`src/rtl/pgb_pkg.sv`:
```
package pgb_pkg;
   typedef enum logic [1:0] {
      ST_FILL = 2'd0,
      ST_SEND = 2'd1,
      ST_WAIT = 2'd2,
      ST_STOP = 2'd3
   } pgb_state_e;

   localparam logic [7:0] ERASED_BYTE = 8'hFF;
endpackage

```
`src/rtl/pgb_store.sv`:
```
module pgb_store #(
   parameter int unsigned PAGE_BYTES = 512,
   parameter int unsigned DATA_W     = 8,
   parameter logic [DATA_W-1:0] PAD_VALUE = '1,
   localparam int unsigned IDX_W = $clog2(PAGE_BYTES),
   localparam int unsigned CNT_W = $clog2(PAGE_BYTES + 1)
) (
   input  logic              clk,
   input  logic              rst_n,
   input  logic              wr_en,
   input  logic [DATA_W-1:0] wr_data,
   input  logic              clear,
   input  logic [IDX_W-1:0]  rd_idx,
   output logic [CNT_W-1:0]  fill_cnt,
   output logic [DATA_W-1:0] rd_data
);
   logic [DATA_W-1:0] mem [PAGE_BYTES];
   logic              has_room;

   assign has_room = (fill_cnt < CNT_W'(PAGE_BYTES));

   always_ff @(posedge clk) begin
      if (wr_en && has_room)
         mem[fill_cnt[IDX_W-1:0]] <= wr_data;
   end

   always_ff @(posedge clk) begin
      if (!rst_n)
         fill_cnt <= '0;
      else if (clear)
         fill_cnt <= '0;
      else if (wr_en && has_room)
         fill_cnt <= fill_cnt + 1'b1;
   end

   // bytes past the fill level read as erased
   assign rd_data = (CNT_W'(rd_idx) < fill_cnt) ? mem[rd_idx] : PAD_VALUE;
endmodule

```
`src/rtl/pgb_idle.sv`:
```
module pgb_idle #(
   parameter int unsigned IDLE_CYCLES = 400_000_000
) (
   input  logic clk,
   input  logic rst_n,
   input  logic arm,
   input  logic kick,
   output logic expire
);
   generate
      if (IDLE_CYCLES == 0) begin : g_off
         assign expire = 1'b0;
      end else begin : g_on
         localparam int unsigned TW = $clog2(IDLE_CYCLES + 1);
         logic [TW-1:0] tcnt;

         always_ff @(posedge clk) begin
            if (!rst_n)
               tcnt <= '0;
            else if (kick || !arm)
               tcnt <= '0;
            else if (tcnt != TW'(IDLE_CYCLES))
               tcnt <= tcnt + 1'b1;
         end

         assign expire = arm && !kick && (tcnt == TW'(IDLE_CYCLES));
      end
   endgenerate
endmodule

```
`src/rtl/pgb_ctrl.sv`:
```
module pgb_ctrl
   import pgb_pkg::*;
#(
   parameter int unsigned PAGE_BYTES = 512,
   parameter int unsigned ADDR_W     = 16,
   localparam int unsigned IDX_W = $clog2(PAGE_BYTES),
   localparam int unsigned CNT_W = $clog2(PAGE_BYTES + 1)
) (
   input  logic              clk,
   input  logic              rst_n,
   input  logic              wr_valid,
   input  logic              sync_req,
   input  logic              shut_req,
   input  logic              pg_ready,
   input  logic              fl_done,
   input  logic              expire,
   input  logic [CNT_W-1:0]  fill_cnt,
   output logic              wr_ready,
   output logic              wr_en,
   output logic              clear,
   output logic              arm,
   output logic [IDX_W-1:0]  rd_idx,
   output logic              pg_valid,
   output logic              pg_last,
   output logic [ADDR_W-1:0] pg_addr,
   output logic              down_o
);
   pgb_state_e state, state_nx;
   logic       shut_pend;
   logic       shut_any;
   logic [CNT_W-1:0] cnt_after;
   logic       want_flush;
   logic       beat_go;

   assign wr_ready   = (state == ST_FILL);
   assign wr_en      = wr_ready && wr_valid;
   assign arm        = (state == ST_FILL) && (fill_cnt != '0);
   assign pg_valid   = (state == ST_SEND);
   assign pg_last    = pg_valid && (rd_idx == IDX_W'(PAGE_BYTES - 1));
   assign down_o     = (state == ST_STOP);
   assign clear      = (state == ST_WAIT) && fl_done;
   assign shut_any   = shut_pend || shut_req;
   assign cnt_after  = fill_cnt + CNT_W'(wr_en);
   assign want_flush = (cnt_after == CNT_W'(PAGE_BYTES)) || sync_req || expire || shut_any;
   assign beat_go    = pg_valid && pg_ready;

   always_comb begin
      state_nx = state;
      unique case (state)
         ST_FILL: begin
            if (want_flush && (cnt_after != '0))
               state_nx = ST_SEND;
            else if (shut_any)
               state_nx = ST_STOP;
         end
         ST_SEND: if (beat_go && pg_last) state_nx = ST_WAIT;
         ST_WAIT: if (fl_done) state_nx = shut_any ? ST_STOP : ST_FILL;
         ST_STOP: state_nx = ST_STOP;
         default: state_nx = ST_STOP;
      endcase
   end

   always_ff @(posedge clk) begin
      if (!rst_n) begin
         state     <= ST_FILL;
         shut_pend <= 1'b0;
         rd_idx    <= '0;
         pg_addr   <= '0;
      end else begin
         state <= state_nx;
         if (shut_req && state != ST_STOP)
            shut_pend <= 1'b1;
         if (beat_go)
            rd_idx <= pg_last ? '0 : rd_idx + 1'b1;
         if (clear)
            pg_addr <= pg_addr + 1'b1;
      end
   end
endmodule

```
`src/rtl/page_gather_buffer.sv`:
```
module page_gather_buffer
   import pgb_pkg::*;
#(
   parameter int unsigned PAGE_BYTES  = 512,
   parameter int unsigned DATA_W      = 8,
   parameter int unsigned ADDR_W      = 16,
   parameter int unsigned IDLE_CYCLES = 400_000_000
) (
   input  logic              clk,
   input  logic              rst_n,
   input  logic              wr_valid,
   input  logic [DATA_W-1:0] wr_data,
   output logic              wr_ready,
   input  logic              sync_req,
   input  logic              shut_req,
   output logic              down_o,
   output logic              pg_valid,
   input  logic              pg_ready,
   output logic [DATA_W-1:0] pg_data,
   output logic              pg_last,
   output logic [ADDR_W-1:0] pg_addr,
   input  logic              fl_done
);
   localparam int unsigned IDX_W = $clog2(PAGE_BYTES);
   localparam int unsigned CNT_W = $clog2(PAGE_BYTES + 1);

   generate
      if (PAGE_BYTES < 2) begin : g_bad_page
         initial $error("PAGE_BYTES must be at least 2");
      end
      if (DATA_W != 8) begin : g_bad_width
         initial $error("DATA_W must be 8 for the erased pad value");
      end
      if (ADDR_W < 1) begin : g_bad_addr
         initial $error("ADDR_W must be at least 1");
      end
   endgenerate

   logic             wr_en, clear, arm, expire;
   logic [IDX_W-1:0] rd_idx;
   logic [CNT_W-1:0] fill_cnt;

   pgb_store #(
      .PAGE_BYTES(PAGE_BYTES),
      .DATA_W    (DATA_W),
      .PAD_VALUE (DATA_W'(ERASED_BYTE))
   ) u_store (
      .clk     (clk),
      .rst_n   (rst_n),
      .wr_en   (wr_en),
      .wr_data (wr_data),
      .clear   (clear),
      .rd_idx  (rd_idx),
      .fill_cnt(fill_cnt),
      .rd_data (pg_data)
   );

   pgb_idle #(.IDLE_CYCLES(IDLE_CYCLES)) u_idle (
      .clk   (clk),
      .rst_n (rst_n),
      .arm   (arm),
      .kick  (wr_en),
      .expire(expire)
   );

   pgb_ctrl #(.PAGE_BYTES(PAGE_BYTES), .ADDR_W(ADDR_W)) u_ctrl (
      .clk     (clk),
      .rst_n   (rst_n),
      .wr_valid(wr_valid),
      .sync_req(sync_req),
      .shut_req(shut_req),
      .pg_ready(pg_ready),
      .fl_done (fl_done),
      .expire  (expire),
      .fill_cnt(fill_cnt),
      .wr_ready(wr_ready),
      .wr_en   (wr_en),
      .clear   (clear),
      .arm     (arm),
      .rd_idx  (rd_idx),
      .pg_valid(pg_valid),
      .pg_last (pg_last),
      .pg_addr (pg_addr),
      .down_o  (down_o)
   );
endmodule

```
`config.mk`:
```
export PLATFORM = sky130hd
export DESIGN_NAME = page_gather_buffer
export DESIGN_NICKNAME = d
export VERILOG_FILES = /design/src/rtl/pgb_pkg.sv /design/src/rtl/pgb_store.sv /design/src/rtl/pgb_idle.sv /design/src/rtl/pgb_ctrl.sv /design/src/rtl/page_gather_buffer.sv
export SDC_FILE = /design/constraint.sdc
export NUM_CORES = 2
export LEC_CHECK = 0
export ABC_CLOCK_PERIOD_IN_PS = 7200
export CORE_MARGIN = 3
export CORE_UTILIZATION = 56
export DETAILED_ROUTE_END_ITERATION = 8
export HOLD_SLACK_MARGIN = 0.06
export PLACE_DENSITY = 0.78
export SETUP_SLACK_MARGIN = 0.4
export SLEW_MARGIN = 30
export SYNTH_ARGS = -nofsm -noshare
export SYNTH_HDL_FRONTEND = slang
export SYNTH_HIERARCHICAL = 1
export SYNTH_SLANG_ARGS = --single-unit
```
`constraint.sdc`:
```
create_clock -name clk -period 7.2 [get_ports clk]
set_input_delay 0.72 -clock clk [delete_from_list [all_inputs] [get_ports clk]]
set_output_delay 0.72 -clock clk [all_outputs]
set_load 0.03 [all_outputs]
```
==> out/metrics.csv <==
metric;value;unit
initial DRC count;14900;
Final WS setup;0.363;ns
Post-synth EDFFs;4096;
DRC violations left;0;
crit-path cells;inv_1, buf_4, nor2_2, buf_4, a22oi_1, a31oi_1, nand4_1, nor3_2, buf_4, o311ai_1, nand3b_1, clkdlybuf4s50_1;
root buf cell;clkbuf_16;
WL met1;146000;um
CTS Buffer Depth;4;
maximum fanout along the worst path;23;
vias post-DR;86500;
synth cell count leaders;4096 x edfxtp_1, 783 x mux4_2, 676 x nor2_1;
initial core utilization;0.564;
RePlAce Congestion;0.941;
slowest stage cell, crit path;clkdlybuf4s50_1;
Filler cells;18400;
Hold Buf Count CTS;0;
top cell type by total area after synthesis;edfxtp_1;
most frequent CP cell;buf_4;
Die X-Extent;545;um
Core Rows;197;
unrepaired setup endpoints after global routing;no;
Req. time, crit path;6.48;ns
Setup Total Neg Slack;0;ns
total global routing overflow;0;
die area;297000;um2
CP Buf/Inv Count;5;
DR top layer;met5;
TritonCTS clock tree;done;
syn nets;8186;
fmax;146;MHz
synthesized area per cell;19.9;um2
clk_lat worst skew;0.98;ns
fin cells;12400;
Synth Instances;8152;
Combinational Power Share;0.096;
ratio of cells with drive above 1 in the final layout;0.200;
net switching fraction of the power;0.232;
clk sinks;4163;
Clock Power Share;0.394;
vias per inst;6.95;
Worst path max stage delay;0.77;ns
Tmin final;6.84;ns
DR WL/cell;34.4;um
Layout area overhead;11.0;%
Placement Setup Slack;1.00;ns
CP delay by family, top;buffers and inverters;
skew final;0.0846;ns
final worst-path cycle share;0.950;
Rel. slew slack;0.216;
PD cells;290;nW/um2
switching pwr;0.0121;W
leakage power;54.3;nW
Crit Path Class;flip-flop to output pin;
Core Area;288000;um2
VDD IR max;255;uV
FF+latch count, synth;4163;
Synth area leaders;edfxtp_1 76%, mux4_2 11%, mux2i_1 3.3%;
DPL Wire Length;242000;um
most frequent cell after synthesis;edfxtp_1;
GRT Overall Usage;0.287;
Most used DFF post-synth;edfxtp_1;
Antenna Violating Nets Remaining;0;
run status;finished, final reports clean;
Slew Limit Fails;0;
Cells after DPL;11700;
Final #Nets;8356;
area fraction of the dominant cell type after synthesis;0.756;
worst slew pin tran;1.16;ns
Seq/Total Area, Yosys;0.765;
crit start category;flip-flop;
Synth Warn #;6;
Arrival @ worst endpoint;6.12;ns
IO Count;43;
P_int;0.0402;W
TritonCTS buffer count;398;
Final Hold Violating Endpoints;0;
FFs w/ async S/R, synth;0;
nature of the critical path endpoint;output pin;
Post-Route WL;429000;um
met3 wire len;57000;um
hold_ws;0.187;ns
vias in the first global route;85200;
final setup vio count;0;
fin util;0.626;
count of different cell masters after synthesis;87;
Reg clk slew, reported paths;0.06;ns
initial antenna violation count;19;
iteration count of the initial detailed-routing pass;8;
IO buf count;42;
Synth Cell Area;163000;um2
share of power burned in registers;0.510;
Die Y;545;um
H-tree lvl count;5;
met2 wire len;199000;um
first-pass GRT wire length;615000;um
Max Cap Viol;0;
largest net degree at the start of global routing;223;
Worst Hold Class;input port to flip-flop;
[layer usage]
metal	track usage	vias up
met2	0.435	6982
met4	0.146	16
met3	0.0791	1312
met1	0.386	44300
li1	-	33900
met5	0.000812	-
[what timing repair did]
action,in CTS,in global routing
gates resized for setup,5,1
gates cloned,1,0
pin swaps,2,0
setup endpoints to repair,4,1
endpoints found under the hold margin,0,0
setup buffers,11,0
[through the flow]
stage / cell area (um2) / power [W]
global route: 180000 / 0.0536
global placement: 167000 / 0.0320
finish: 181000 / 0.0523
CTS: 180000 / 0.0524
floorplan: 163000 / 0.0306
detailed placement: 167000 / 0.0321
[kinds of logic after synthesis]
kind of cell,Yosys count,synth area share
muxes,1372,0.145
AOI/OAI and AO/OA,764,0.0330
DFF,4163,0.765
buffers and inverters,516,0.0187
and+or+nand+nor,1282,0.0352
adders and majority gates,19,0.00146
xor gates and xnor gates,36,0.00194
[final cells by class]
| cell class | count | area, um2 | share of cell area |
|---|---|---|---|
| sequential | 4163 | 124000 | 0.689 |
| multi-input combinational | 3474 | 35600 | 0.197 |
| clock buffer | 495 | 10500 | 0.0583 |
| tap | 3781 | 4730 | 0.0262 |
| timing repair buffer | 262 | 2820 | 0.0156 |
| clock inverter | 240 | 2360 | 0.0131 |
| inverter | 23 | 91.3 | 0.000506 |
| antenna | 9 | 22.5 | 0.000125 |
[state kept, by name, summed over array words and instances, names as in the netlist]
| register | count |
|---|---|
| u_ctrl/shut_pend | 1 |
| u_store/fill_cnt | 10 |
| u_ctrl/rd_idx | 9 |
| u_store/mem | 4096 |
| u_ctrl/pg_addr | 16 |
| u_idle/g_on.tcnt | 29 |
| u_ctrl/state | 2 |
[worst register-to-register path, cell delays in order (launching register included)]
cell,delay (ns)
dfxtp_1,0.38
nor2_1,0.59
and2_1,0.69
nor2b_2,0.27
buf_4,0.33
and2_1,0.53
nand3_4,0.53
buf_4,0.59
nor2_1,0.87
[path summary, 6_finish.rpt]
check	startpoint	endpoint	slack [ns]	cells past startpoint
setup / recovery	u_ctrl/rd_idx[2]$_SDFFE_PN0P_	pg_data[4]	0.36	12
hold reg to reg	u_idle/g_on.tcnt[17]$_SDFFE_PP0P_	u_idle/g_on.tcnt[17]$_SDFFE_PP0P_	0.50	2
hold / removal	wr_data[1]	u_store/mem[297][1]$_DFFE_PP_	0.19	1
setup reg to reg	u_ctrl/state[1]$_SDFFE_PN0P_	u_store/mem[143][2]$_DFFE_PP_	2.03	8
[power by group through the flow]
stage	clock network, W	logic, W	registers, W
6_report	0.0206	0.00504	0.0267
5_1_grt	0.0217	0.00524	0.0267
4_1_cts	0.0208	0.00498	0.0267
3_5_place_dp	0	0.00484	0.0272
3_3_place_gp	0	0.00474	0.0272
2_1_floorplan	0	0.00339	0.0272
[cells in the final DEF (no fill, tap or decap), types with 12 or more instances in the layout]
cell	instances
edfxtp_1	4096
mux4_2	783
nor2_1	664
mux2i_1	536
clkbuf_16	402
nand2_1	247
o22ai_1	190
buf_4	167
a21oi_1	110
clkbuf_1	81
clkinv_2	80
clkinv_1	79
a22oi_1	70
o21ai_0	67
o221ai_1	62
dfxtp_1	60
nor3_1	59
a221oi_1	59
mux2_2	52
buf_12	42
a22o_1	42
nand3_1	41
or3_1	41
nand4_1	40
and2_1	32
nor4_1	32
clkdlybuf4s50_1	30
bufinv_16	28
xnor2_1	24
o211ai_1	24
inv_1	20
ha_1	19
clkinvlp_4	18
o31ai_1	18
a211oi_1	16
a2111oi_0	15
clkinv_16	14
or4_1	14
a31oi_1	13
xor2_1	12
No activity file was read; power rests on OpenSTA's default activity.
